==> config.mk <==
export PLATFORM = sky130hd
export DESIGN_NAME = gpio_irq_unit
export DESIGN_NICKNAME = d
export VERILOG_FILES = /design/src/rtl/gpio_irq_pkg.sv /design/src/rtl/gpio_irq_edge_det.sv /design/src/rtl/gpio_irq_regs.sv /design/src/rtl/gpio_irq_merge.sv /design/src/rtl/gpio_irq_unit.sv
export SDC_FILE = /design/constraint.sdc
export NUM_CORES = 1
export LEC_CHECK = 0
export BUFFER_PORTS_ARGS = -buffer_cell sky130_fd_sc_hd__buf_2
export CAP_MARGIN = 10
export CELL_PAD_IN_SITES_DETAIL_PLACEMENT = 1
export CELL_PAD_IN_SITES_GLOBAL_PLACEMENT = 1
export CORE_ASPECT_RATIO = 2
export CORE_UTILIZATION = 43
export DETAILED_ROUTE_END_ITERATION = 8
export PLACE_DENSITY_LB_ADDON = 0.1
export SYNTH_ARGS = -nofsm -noshare
export SYNTH_HDL_FRONTEND = slang
export SYNTH_SLANG_ARGS = --single-unit
==> constraint.sdc <==
create_clock -name clk -period 3.09 [get_ports clk]
set_clock_uncertainty 0.1 [all_clocks]
set_input_delay 0.618 -clock clk [delete_from_list [all_inputs] [get_ports clk]]
set_output_delay 0.618 -clock clk [all_outputs]
set_load 0.02 [all_outputs]
==> src/rtl/gpio_irq_pkg.sv <==
package gpio_irq_pkg;

   // Base byte offsets of the register window (mask registers add MASK_OFS)
   localparam int unsigned OFS_PEND  = 32'h14;
   localparam int unsigned OFS_EMASK = 32'h18;
   localparam int unsigned OFS_LMASK = 32'h1C;

   typedef enum logic [1:0] {
      SEL_NONE  = 2'd0,
      SEL_PEND  = 2'd1,
      SEL_EMASK = 2'd2,
      SEL_LMASK = 2'd3
   } reg_sel_e;

endpackage

==> src/rtl/gpio_irq_edge_det.sv <==
module gpio_irq_edge_det #(
   parameter int unsigned PINS = 32
) (
   input  logic            clk,
   input  logic            rst_n,
   input  logic [PINS-1:0] level_in,
   input  logic [PINS-1:0] sense_en,
   output logic [PINS-1:0] rise
);

   // Armed one cycle after reset so that pins already high are not seen as edges
   logic armed_q;

   always_ff @(posedge clk or negedge rst_n) begin
      if (!rst_n) armed_q <= 1'b0;
      else        armed_q <= 1'b1;
   end

   for (genvar p = 0; p < PINS; p++) begin : g_pin
      logic prev_q;

      always_ff @(posedge clk or negedge rst_n) begin
         if (!rst_n) prev_q <= 1'b0;
         else        prev_q <= level_in[p];
      end

      assign rise[p] = armed_q & sense_en[p] & level_in[p] & ~prev_q;
   end

endmodule

==> src/rtl/gpio_irq_regs.sv <==
module gpio_irq_regs
   import gpio_irq_pkg::*;
#(
   parameter int unsigned PINS     = 32,
   parameter int unsigned AW       = 8,
   parameter int unsigned MASK_OFS = 0
) (
   input  logic            clk,
   input  logic            rst_n,
   input  logic            wr,
   input  logic [AW-1:0]   addr,
   input  logic [PINS-1:0] wdata,
   input  logic [PINS-1:0] rise,
   output logic [PINS-1:0] rdata,
   output logic [PINS-1:0] pend,
   output logic [PINS-1:0] emask,
   output logic [PINS-1:0] lmask
);

   localparam logic [AW-1:0] A_PEND  = AW'(OFS_PEND);
   localparam logic [AW-1:0] A_EMASK = AW'(OFS_EMASK + MASK_OFS);
   localparam logic [AW-1:0] A_LMASK = AW'(OFS_LMASK + MASK_OFS);

   reg_sel_e        sel;
   logic [PINS-1:0] pend_q, pend_d;
   logic [PINS-1:0] emask_q, lmask_q;

   always_comb begin
      if      (addr == A_PEND)  sel = SEL_PEND;
      else if (addr == A_EMASK) sel = SEL_EMASK;
      else if (addr == A_LMASK) sel = SEL_LMASK;
      else                      sel = SEL_NONE;
   end

   // Write-zero-to-clear; a rise in the same cycle always survives
   always_comb begin
      pend_d = pend_q;
      if (wr && sel == SEL_PEND) pend_d = pend_q & wdata;
      pend_d = pend_d | rise;
   end

   always_ff @(posedge clk or negedge rst_n) begin
      if (!rst_n) begin
         pend_q  <= '0;
         emask_q <= '0;
         lmask_q <= '0;
      end else begin
         pend_q <= pend_d;
         if (wr && sel == SEL_EMASK) emask_q <= wdata;
         if (wr && sel == SEL_LMASK) lmask_q <= wdata;
      end
   end

   always_comb begin
      unique case (sel)
         SEL_PEND:  rdata = pend_q;
         SEL_EMASK: rdata = emask_q;
         SEL_LMASK: rdata = lmask_q;
         default:   rdata = '0;
      endcase
   end

   assign pend  = pend_q;
   assign emask = emask_q;
   assign lmask = lmask_q;

endmodule

==> src/rtl/gpio_irq_merge.sv <==
module gpio_irq_merge #(
   parameter int unsigned PINS  = 32,
   parameter int unsigned GROUP = 8,
   localparam int unsigned NGRP = PINS / GROUP
) (
   input  logic [PINS-1:0] level_in,
   input  logic [PINS-1:0] lmask,
   input  logic [PINS-1:0] pend,
   input  logic [PINS-1:0] emask,
   output logic [NGRP-1:0] irq
);

   logic [PINS-1:0] cause;

   for (genvar p = 0; p < PINS; p++) begin : g_cause
      assign cause[p] = (level_in[p] & lmask[p]) | (pend[p] & emask[p]);
   end

   for (genvar g = 0; g < NGRP; g++) begin : g_grp
      assign irq[g] = |cause[g*GROUP +: GROUP];
   end

endmodule

==> src/rtl/gpio_irq_unit.sv <==
module gpio_irq_unit #(
   parameter int unsigned PINS     = 32,
   parameter int unsigned GROUP    = 8,
   parameter int unsigned AW       = 8,
   parameter int unsigned MASK_OFS = 0,
   localparam int unsigned NGRP    = PINS / GROUP
) (
   input  logic            clk,
   input  logic            rst_n,
   input  logic [PINS-1:0] pin_level,
   input  logic [PINS-1:0] pin_is_input,
   input  logic            reg_wr,
   input  logic [AW-1:0]   reg_addr,
   input  logic [PINS-1:0] reg_wdata,
   output logic [PINS-1:0] reg_rdata,
   output logic [NGRP-1:0] irq_group
);

   if (GROUP == 0 || PINS % GROUP != 0) begin : g_bad_group
      $error("PINS must be a nonzero multiple of GROUP");
   end
   if (PINS > 32 || PINS == 0) begin : g_bad_pins
      $error("PINS must be 1..32");
   end
   if (MASK_OFS % 4 != 0) begin : g_bad_ofs
      $error("MASK_OFS must be word aligned");
   end
   if (32'h1C + MASK_OFS >= (64'd1 << AW)) begin : g_bad_aw
      $error("AW too narrow for the register window");
   end

   logic [PINS-1:0] rise_w;
   logic [PINS-1:0] pend_w, emask_w, lmask_w;

   gpio_irq_edge_det #(.PINS(PINS)) u_edge (
      .clk      (clk),
      .rst_n    (rst_n),
      .level_in (pin_level),
      .sense_en (pin_is_input),
      .rise     (rise_w)
   );

   gpio_irq_regs #(.PINS(PINS), .AW(AW), .MASK_OFS(MASK_OFS)) u_regs (
      .clk   (clk),
      .rst_n (rst_n),
      .wr    (reg_wr),
      .addr  (reg_addr),
      .wdata (reg_wdata),
      .rise  (rise_w),
      .rdata (reg_rdata),
      .pend  (pend_w),
      .emask (emask_w),
      .lmask (lmask_w)
   );

   gpio_irq_merge #(.PINS(PINS), .GROUP(GROUP)) u_merge (
      .level_in (pin_level),
      .lmask    (lmask_w),
      .pend     (pend_w),
      .emask    (emask_w),
      .irq      (irq_group)
   );

endmodule

==> run summary, run 1 <==
Placed Area = 7230 sq um
Drt drc = 0
Post-CTS Hold Buffers = 0
Largest net degree at the start of global routing = 52
Clock Sinks = 129
Cts bufs inserted = 17
Initial Util = 43.9%
H-Tree Depth = 4
Syn Area/Cell = 12.4 sq um
Synth Warn # = 0
Max transition margin = 61.6%
Number of nets in the layout = 755
Antenna violations before repair = 0
Total grt overflow = 0
DIE WIDTH = 87.3 um
Peak Freq = 355 MHz
Count leader, synth = dfrtp_1
Seq cells post-synth = 129
Postcts setup bufs = 0
Number of core rows = 62
WL per Instance = 23.6 um
Worst endpoint data arrival time = 2.10 ns
Share of the synthesized area in the top cell type = 51.5%
Area grow syn2layout = 24.5%
CTS clk-pin slew, worst paths = 0.06 ns
Max Root-Sink Buffers = 2
Drt first pass iters = 5
Fin area = 7790 sq um
Cell Pwr Density = 552 nW/um^2
Outcome = complete, no violations
Number of synthesized flops with an enable pin = 0
Req. time, crit path = 2.37 ns
Vias in the first global route = 5667
Hold Path Class = input pin to async pin
Syn nets = 610
DR vias = 5003
CP Max Fanout = 8
Synth top cells by count = 129 x dfrtp_1, 64 x mux2_2, 34 x nand2b_1
CTS tree = yes
First-pass GRT wire length = 31800 um
Final Core Density = 54.6%
Final antenna-violating net count = 0
Hold WS = 0.0816 ns
Worst setup EP type = output port
Routability congestion estimate = 0.850
Maxcap violations = 0
Mapped Cells = 503
Maximum vdd drop = 0.000356 V
Die ar. = 15100 sq um
Post-Syn Area = 6260 sq um
Total negative slack = 0 ns
Sequential-to-total area share from yosys stat = 51.5%
Final period utilization = 91.3%
DP HPWL = 14000 um
Synth area leaders = dfrtp_1 52%, mux2_2 12%, mux2_4 7.2%, nand4b_1 4.5%, o41ai_1 4.5%
Initial DRC count = 188
Main synth FF type = dfrtp_1
Post-synth ARST share = 100%
Clk_lat worst skew = 0.41 ns
Via density per instance = 5.87
PortBufs = 142
Clock root cell = clkbuf_16
Die height = 173 um
Resized cells post-CTS = 0
Final Hold Viols = 0
Tot GR Track Use = 28.4%
Yosys top cell by area = dfrtp_1
Core area = 14300 sq um
RSZ-0062 raised after global routing = false
Pins Over Slew Limit = 0
Slew @ Worst Pin = 0.576 ns
CP Class = input pin to output port
Total Routed Length = 20100 um
Post-synth cell types = 25
Layout cell share with drive strength beyond 1 = 44.8%
Pleak = 3.57 nW
Tmin final = 2.82 ns
ANT cells = 0
Crit path launch type = input pin
Final setup fails = 0
Number of I/O pins = 143
layer usage:
metal	share of wire, %	wire (um)	GRT usage, %
met1	39	7760	32.2
met2	55	11000	51.0
met3	2.8	566	3.77
met4	3.9	775	13.5
met5	0	0	0
cell usage in the layout (no fill, tap or decap), types with 2 or more instances in the layout:
cell,netlist,layout
a221oi_1,16,16
a22o_1,16,16
a22oi_1,32,32
buf_12,3,4
buf_2,3,141
buf_4,0,21
clkbuf_16,0,17
clkinv_2,0,2
clkinv_4,0,5
clkinvlp_4,0,3
dfrtp_1,129,129
inv_6,0,3
mux2_1,2,2
mux2_2,64,64
mux2_4,30,30
nand2_1,33,33
nand2b_1,34,34
nand4_1,4,4
nand4b_1,32,32
nor2_1,32,32
o41ai_1,32,32
power breakdown:
part           total [W]  switching (W)  internal [W]
Sequential       0.00185      0.0000725       0.00178
Combinational   0.000533       0.000288      0.000245
Clock            0.00191       0.000796       0.00112
Total            0.00430        0.00116       0.00314
cell type report:
class | instances | area [sq um]
Tap cell | 192 | 240
Timing Repair Buffer | 166 | 943
Fill cell | 1553 | 6480
Multi-Input combinational cell | 334 | 2820
Clock inverter | 14 | 133
Clock buffer | 18 | 429
Sequential cell | 129 | 3230
worst paths after layout:
check	from	to	slack, ns	cells after the start
worst max-delay path	reg_addr[7]	reg_rdata[31]	0.27	6
worst min-delay path	rst_n	u_regs.emask[5]	0.08	1
worst max register to register	u_edge.armed_q	u_regs.pend[17]	1.55	3
worst min register to register	u_edge.g_pin[21].prev_q	u_regs.pend[21]	0.39	2
max in group asynchronous	rst_n	u_edge.g_pin[19].prev_q	2.05	2
min in group clk	pin_level[15]	u_edge.g_pin[15].prev_q	0.23	1
cell families after synthesis:
group | after synthesis | share of synthesized area (%)
simple gates | 141 | 13.1
flops | 129 | 51.5
compound gates | 96 | 12.8
mux | 96 | 19.1
buf+inv | 40 | 3.48
other cells | 1 | 0.0599
through the flow:
step | setup WS [ns] | std cells | total power [W]
2_1_floorplan | 0.192 | 503 | 0.00214
3_3_place_gp | 0.259 | 821 | 0.00239
3_5_place_dp | 0.254 | 821 | 0.00242
4_1_cts | 0.254 | 853 | 0.00433
5_1_grt | 0.227 | 853 | 0.00445
6_report | 0.270 | 853 | 0.00430
flip-flops by register name, summed over array words and instances (netlist names):
signal and count:
u_regs.lmask 32, u_regs.emask 32, u_regs.pend 32, u_edge.g_pin.prev_q 32, u_edge.armed_q 1
worst max-delay path, stage by stage:
cell and delay, ns:
buf_2 0.10, or4_4 0.54, or2_2 0.32, buf_4 0.18
nor2_1 0.16, buf_2 0.19
Note: power is estimated with default switching activity, not from simulation.
==> inputs of run 2 (changes only) <==
REMOVE_ABC_BUFFERS = 1   (was not set)
==> run 2 against run 1 <==
Effect of this change:
- power grew 5.5%
- combinational power shrank 1%
- sequential power is essentially flat
- sequential share of layout area shrank 0.34 points
- core utilization grew 0.46 points
- worst setup slack lost 0.092 ns
- first-iteration DRC count grew 33%
- design area grew 0.83%
- wire length shrank 2.4%
- highest routed layer unchanged
==> run summary, run 2 (same netlist as run 1, synthesis figures left out) <==
Layout cell share with drive strength beyond 1 = 44.5% (was 44.8%)
Initial Util = 43.9% (unchanged)
H-Tree Depth = 4 (unchanged)
Critical Path Max Stage Delay = 0.54 ns (about the same)
Number of core rows = 62 (unchanged)
Clk_lat worst skew = 0.41 ns (about the same)
Maximum vdd drop = 0.000408 V (was 0.000356 V)
Final antenna-violating net count = 0 (unchanged)
Number of fill cells = 1573 (was 1553)
Total grt overflow = 0 (unchanged)
Final setup fails = 0 (unchanged)
CTS clk-pin slew, worst paths = 0.06 ns (about the same)
CTS tree = yes (unchanged)
Maxcap violations = 0 (unchanged)
Pins Over Slew Limit = 0 (unchanged)
DR vias = 4941 (was 5003)
Hold WS = 0.235 ns (was 0.0816 ns)
Cts bufs inserted = 17 (unchanged)
Tmin final = 2.91 ns (was 2.82 ns)
Postcts setup bufs = 0 (unchanged)
Max Root-Sink Buffers = 2 (unchanged)
DIE WIDTH = 87.3 um (unchanged)
Drt first pass iters = 4 (was 5)
Via density per instance = 5.81 (was 5.87)
Total Routed Length = 19600 um (was 20100 um)
Die ar. = 15100 sq um (unchanged)
Number of nets in the layout = 753 (was 755)
CP Max Fanout = 32 (was 8)
Slew @ Worst Pin = 0.786 ns (was 0.576 ns)
Final period utilization = 94.3% (was 91.3%)
Crit path launch type = input pin (unchanged)
Slowest CP cell = or4_4 (unchanged)
Drt drc = 0 (unchanged)
Max transition margin = 47.6% (was 61.6%)
Tot Pwr = 0.00454 W (was 0.00430 W)
ANT cells = 0 (unchanged)
Commonest non-fill, non-tap cells in the layout = 141 x buf_2, 129 x dfrtp_1, 64 x mux2_2 (unchanged)
Final Hold Viols = 0 (unchanged)
Hold Path Class = input pin to flip-flop (was input pin to async pin)
Crit path top cell by count = buf_2 (unchanged)
PortBufs = 142 (unchanged)
Vias in the first global route = 5609 (was 5667)
First-pass GRT wire length = 30900 um (was 31800 um)
Req. time, crit path = 2.37 ns (about the same)
Tot GR Track Use = 27.5% (was 28.4%)
Antenna violations before repair = 0 (unchanged)
RSZ-0062 raised after global routing = false (unchanged)
Most common cell after layout, fill and taps aside = buf_2 (unchanged)
Clock Sinks = 129 (unchanged)
Worst setup EP type = output port (unchanged)
Core area = 14300 sq um (unchanged)
Largest net degree at the start of global routing = 59 (was 52)
Total negative slack = 0 ns (unchanged)
CP Cell Sequence = buf_2 -> or4_4 -> or2_2 -> buf_12 -> nor2_1 -> buf_2 (was buf_2 -> or4_4 -> or2_2 -> buf_4 -> nor2_1 -> buf_2)
CP Class = input pin to output port (unchanged)
Routability congestion estimate = 0.777 (was 0.850)
Cell Pwr Density = 577 nW/um^2 (was 552 nW/um^2)
Clock root cell = clkbuf_16 (unchanged)
Initial DRC count = 250 (was 188)
Pleak = 3.60 nW (was 3.57 nW)
Outcome = complete, no violations (unchanged)
Number of I/O pins = 143 (unchanged)
DP HPWL = 13200 um (was 14000 um)
Area grow syn2layout = 25.5% (was 24.5%)
Die height = 173 um (unchanged)
Resized cells post-CTS = 0 (unchanged)
Post-CTS Hold Buffers = 1 (was 0)
WL per Instance = 23.1 um (was 23.6 um)
Worst endpoint data arrival time = 2.19 ns (was 2.10 ns)
Peak Freq = 343 MHz (was 355 MHz)
==> run 2: cell count changes in the layout (fill, tap and decap cells not counted) <==
cell	change
buf_4	-4
clkbuf_1	-1
dlygate4sd3_1	+1
buf_12	+1
clkbuf_8	+1
bufinv_16	+3
inv_6	-3
clkinv_4	-1
==> run 2: metrics by stage <==
step | utilization [%] | setup slack [ns] | std cells | area [sq um]
after floorplan | - | -0.110 | 463 | 6040
after global placement | 50.6 | 0.218 | 818 | 7220
after detailed placement | 50.6 | 0.186 | 818 | 7220
after CTS | 55.1 | 0.181 | 850 | 7860
after global routing | 55.1 | 0.169 | 850 | 7860
final | 55.1 | 0.178 | 850 | 7860
==> run 2: final cells by class <==
type	count	area [sq um]	share of cell area, %
timing repair buffer	164	943	12.0
multi-input combinational	334	2820	35.9
clock inverter	13	188	2.39
sequential	129	3230	41.1
clock buffer	18	439	5.59
tap	192	240	3.06
==> run 2: path summary, 6_finish.rpt <==
kind                                              start                      end  slack (ns)  cells past startpoint
worst max-delay path                        reg_addr[7]            reg_rdata[13]        0.18                      6
worst min-delay path                       pin_level[9]   u_edge.g_pin[9].prev_q        0.24                      1
worst max register to register           u_edge.armed_q          u_regs.pend[23]        1.40                      3
worst min register to register  u_edge.g_pin[29].prev_q          u_regs.pend[29]        0.39                      2
max in group asynchronous                         rst_n  u_edge.g_pin[19].prev_q        1.65                      3
min in group asynchronous                         rst_n          u_regs.pend[12]        0.54                      2
==> run 2: worst max-delay path: cells and delay by family <==
| family | cells | cell delay [ns] |
|---|---|---|
| buffers and inverters | 3 | 0.51 |
| AND/OR/NAND/NOR | 3 | 1.07 |
==> run 2: where the power goes <==
group	internal [W]	switching [W]	total, W
Clock	0.00137	0.000789	0.00216
Combinational	0.000245	0.000280	0.000526
Sequential	0.00178	0.0000711	0.00185
==> run 2: metal layers <==
| metal | vias to the layer above | track usage, % | part of all wire [%] |
|---|---|---|---|
| met2 | 150 | 48.7 | 54 |
| li1 | 2198 | - | - |
| met5 | - | 0 | 0 |
| met4 | 0 | 10.3 | 2.1 |
| met3 | 29 | 4.20 | 3.3 |
| met1 | 2564 | 32.7 | 40 |
==> inputs of run 3 (changes only) <==
CORE_UTILIZATION = 44   (was 43)
CTS_BUF_LIST = sky130_fd_sc_hd__clkbuf_16   (was not set)
SYNTH_HIERARCHICAL = 1   (was not set)
==> run 3 against run 2 <==
Effect of this change:
- the run now ends with DRC left
- area after synthesis rose by 5.7%
- register-to-register slack improved by 0.08 ns
- critical path depth is the same
- first-iteration DRC count is 22% higher
- combinational power is 2% higher
- synthesized cell count increased by 0.40%
- highest routed layer unchanged
==> run summary, run 3 <==
Post-synth cell types = 23 (was 25)
Final Core Density = 55.5% (was 55.1%)
First-pass GRT wire length = 32800 um (was 30900 um)
Count leader, synth = dfrtp_1 (unchanged)
Mapped Cells = 505 (was 503)
Drt drc = 2 (was 0)
DIE WIDTH = 88.7 um (was 87.3 um)
CTS clk-pin slew, worst paths = 0.06 ns (about the same)
Final antenna-violating net count = 0 (unchanged)
Seq cells post-synth = 129 (unchanged)
Area grow syn2layout = 23.7% (was 25.5%)
Failing checks = DRC
DP HPWL = 14100 um (was 13200 um)
Largest net degree at the start of global routing = 62 (was 59)
Maximum vdd drop = 0.000372 V (was 0.000408 V)
CP Max Fanout = 17 (was 32)
Hold Path Class = input pin to async pin (was input pin to flip-flop)
Post-synth ARST share = 100% (unchanged)
Total Routed Length = 20800 um (was 19600 um)
Critical Path Max Stage Delay = 0.60 ns (was 0.54 ns)
Max transition margin = 54.1% (was 47.6%)
Number of synthesized flops with an enable pin = 0 (unchanged)
Yosys top cell by area = dfrtp_1 (unchanged)
Drt first pass iters = 6 (was 4)
Maxcap violations = 0 (unchanged)
Synth Warn # = 6 (was 0)
Worst R2R Start = u_edge/armed_q (was u_edge.armed_q)
Placed Area = 7530 sq um (was 7220 sq um)
Via density per instance = 5.86 (was 5.81)
FF-to-FF path depth = 3 (unchanged)
PortBufs = 142 (unchanged)
Worst endpoint data arrival time = 2.23 ns (was 2.19 ns)
Share of the synthesized area in the top cell type = 48.8% (was 51.5%)
R2r setup slk = 1.48 ns (was 1.40 ns)
Syn Area/Cell = 13.1 sq um (was 12.4 sq um)
Total grt overflow = 0 (unchanged)
Outcome = finished with violations (was complete, no violations)
Layout cell share with drive strength beyond 1 = 47.2% (was 44.5%)
CP Cell Sequence = buf_2 -> or4b_1 -> or2_2 -> buf_4 -> nor2_1 -> buf_2 (was buf_2 -> or4_4 -> or2_2 -> buf_12 -> nor2_1 -> buf_2)
Setup ws final = 0.140 ns (was 0.178 ns)
Vias in the first global route = 5690 (was 5609)
Clock root cell = clkbuf_16 (unchanged)
Number of I/O pins = 143 (unchanged)
Worst setup EP type = output port (unchanged)
Number of nets in the layout = 753 (unchanged)
Final setup fails = 0 (unchanged)
Pins Over Slew Limit = 0 (unchanged)
Slew @ Worst Pin = 0.689 ns (was 0.786 ns)
Postcts setup bufs = 0 (unchanged)
Tmin final = 2.95 ns (was 2.91 ns)
DR vias = 5010 (was 4941)
Initial Util = 44.9% (was 43.9%)
Tot Pwr = 0.00461 W (was 0.00454 W)
Total negative slack = 0 ns (unchanged)
Die ar. = 15600 sq um (was 15100 sq um)
WL per Instance = 24.3 um (was 23.1 um)
RSZ-0062 raised after global routing = false (unchanged)
Crit path launch type = input pin (unchanged)
H-Tree Depth = 4 (unchanged)
Routability congestion estimate = 0.815 (was 0.777)
Max Root-Sink Buffers = 2 (unchanged)
Cts bufs inserted = 17 (unchanged)
FF-to-FF End = u_regs/pend[16] (was u_regs.pend[23])
Crit path top cell by count = buf_2 (unchanged)
Tot GR Track Use = 28.8% (was 27.5%)
Number of core rows = 63 (was 62)
Commonest non-fill, non-tap cells in the layout = 141 x buf_2, 129 x dfrtp_1, 66 x nand2b_1 (was 141 x buf_2, 129 x dfrtp_1, 64 x mux2_2)
Sequential-to-total area share from yosys stat = 48.8% (was 51.5%)
Req. time, crit path = 2.37 ns (about the same)
Peak Freq = 339 MHz (was 343 MHz)
Initial DRC count = 305 (was 250)
Pleak = 3.97 nW (was 3.60 nW)
Main synth FF type = dfrtp_1 (unchanged)
Clock Sinks = 129 (unchanged)
Die height = 175 um (was 173 um)
Core area = 14700 sq um (was 14300 sq um)
Most common cell after layout, fill and taps aside = buf_2 (unchanged)
Pre-CTS setup slack = -0.0106 ns (was 0.186 ns)
Cell Pwr Density = 563 nW/um^2 (was 577 nW/um^2)
Clk_lat worst skew = 0.40 ns (was 0.41 ns)
CP Class = input pin to output port (unchanged)
Post-Syn Area = 6620 sq um (was 6260 sq um)
Synth top cells by count = 129 x dfrtp_1, 66 x nand2b_1, 60 x mux2_4 (was 129 x dfrtp_1, 64 x mux2_2, 34 x nand2b_1)
Fin area = 8180 sq um (was 7860 sq um)
Final Hold Viols = 0 (unchanged)
Synth area leaders = dfrtp_1 49%, mux2_4 14%, nand2b_1 6.2%, mux2_2 6.1%, and4b_1 4.5% (was dfrtp_1 52%, mux2_2 12%, mux2_4 7.2%, nand4b_1 4.5%, o41ai_1 4.5%)
CTS tree = yes (unchanged)
Final period utilization = 95.5% (was 94.3%)
Antenna violations before repair = 1 (was 0)
Slowest CP cell = or4b_1 (was or4_4)
-- run 3: layout make-up --
cell class | count | area [sq um]
flip-flops and latches | 129 | 3230
multi-input cells | 334 | 3150
well taps | 195 | 244
inverters | 1 | 3.75
diodes | 1 | 2.50
repair buffers | 163 | 908
clock buffers | 17 | 425
clock inverters | 15 | 216
fillers | 1566 | 6560
-- run 3: timing repair --
item	4_1_cts	5_1_grt
hold buffers	0	0
endpoints found under the setup margin	8	0
resized for setup	1	0
endpoints found under the hold margin	0	0
-- run 3: worst max-delay path, delay by kind of cell --
family | cells | cell delay [ns]
simple gates | 3 | 1.10
buf+inv | 3 | 0.50
-- run 3: worst max path at each step --
stage,from,endpoint,slack [ns],cells after the start
final,reg_addr[5],reg_rdata[22],0.14,6
after global routing,reg_addr[5],reg_rdata[22],0.09,6
after CTS,reg_addr[5],reg_rdata[3],0.15,6
after detailed placement,reg_addr[3],reg_rdata[26],-0.01,6
after global placement,reg_addr[3],reg_rdata[27],0.03,6
after floorplan,reg_addr[5],reg_rdata[0],-0.11,3
-- run 3: logic make-up (layout without fill, tap and decap cells) --
group	Yosys count	in the layout	synth area share, %
and+or+nand+nor	141	141	14.1
DFF	129	129	48.8
AOI/OAI and AO/OA	96	96	13.6
muxes	96	96	19.7
buffers and inverters	42	196	3.65
other	1	2	0.0567
-- run 3: report_power, final --
group          total [W]  switching, W  internal, W
sequential       0.00186     0.0000815      0.00178
clock            0.00221      0.000778      0.00143
combinational   0.000537      0.000285     0.000253
-- run 3: per-stage QoR --
step | std cells | hold slack [ns]
finish | 855 | 0.131
global route | 855 | 0.180
CTS | 854 | 0.159
detailed placement | 822 | 0.425
global placement | 822 | 0.413
floorplan | 464 | 0.222
-- run 3: layer usage --
layer	track usage, %	wire, um
met1	33.5	8030
met2	52.1	11600
met3	3.24	621
met4	12.0	561
met5	0	0
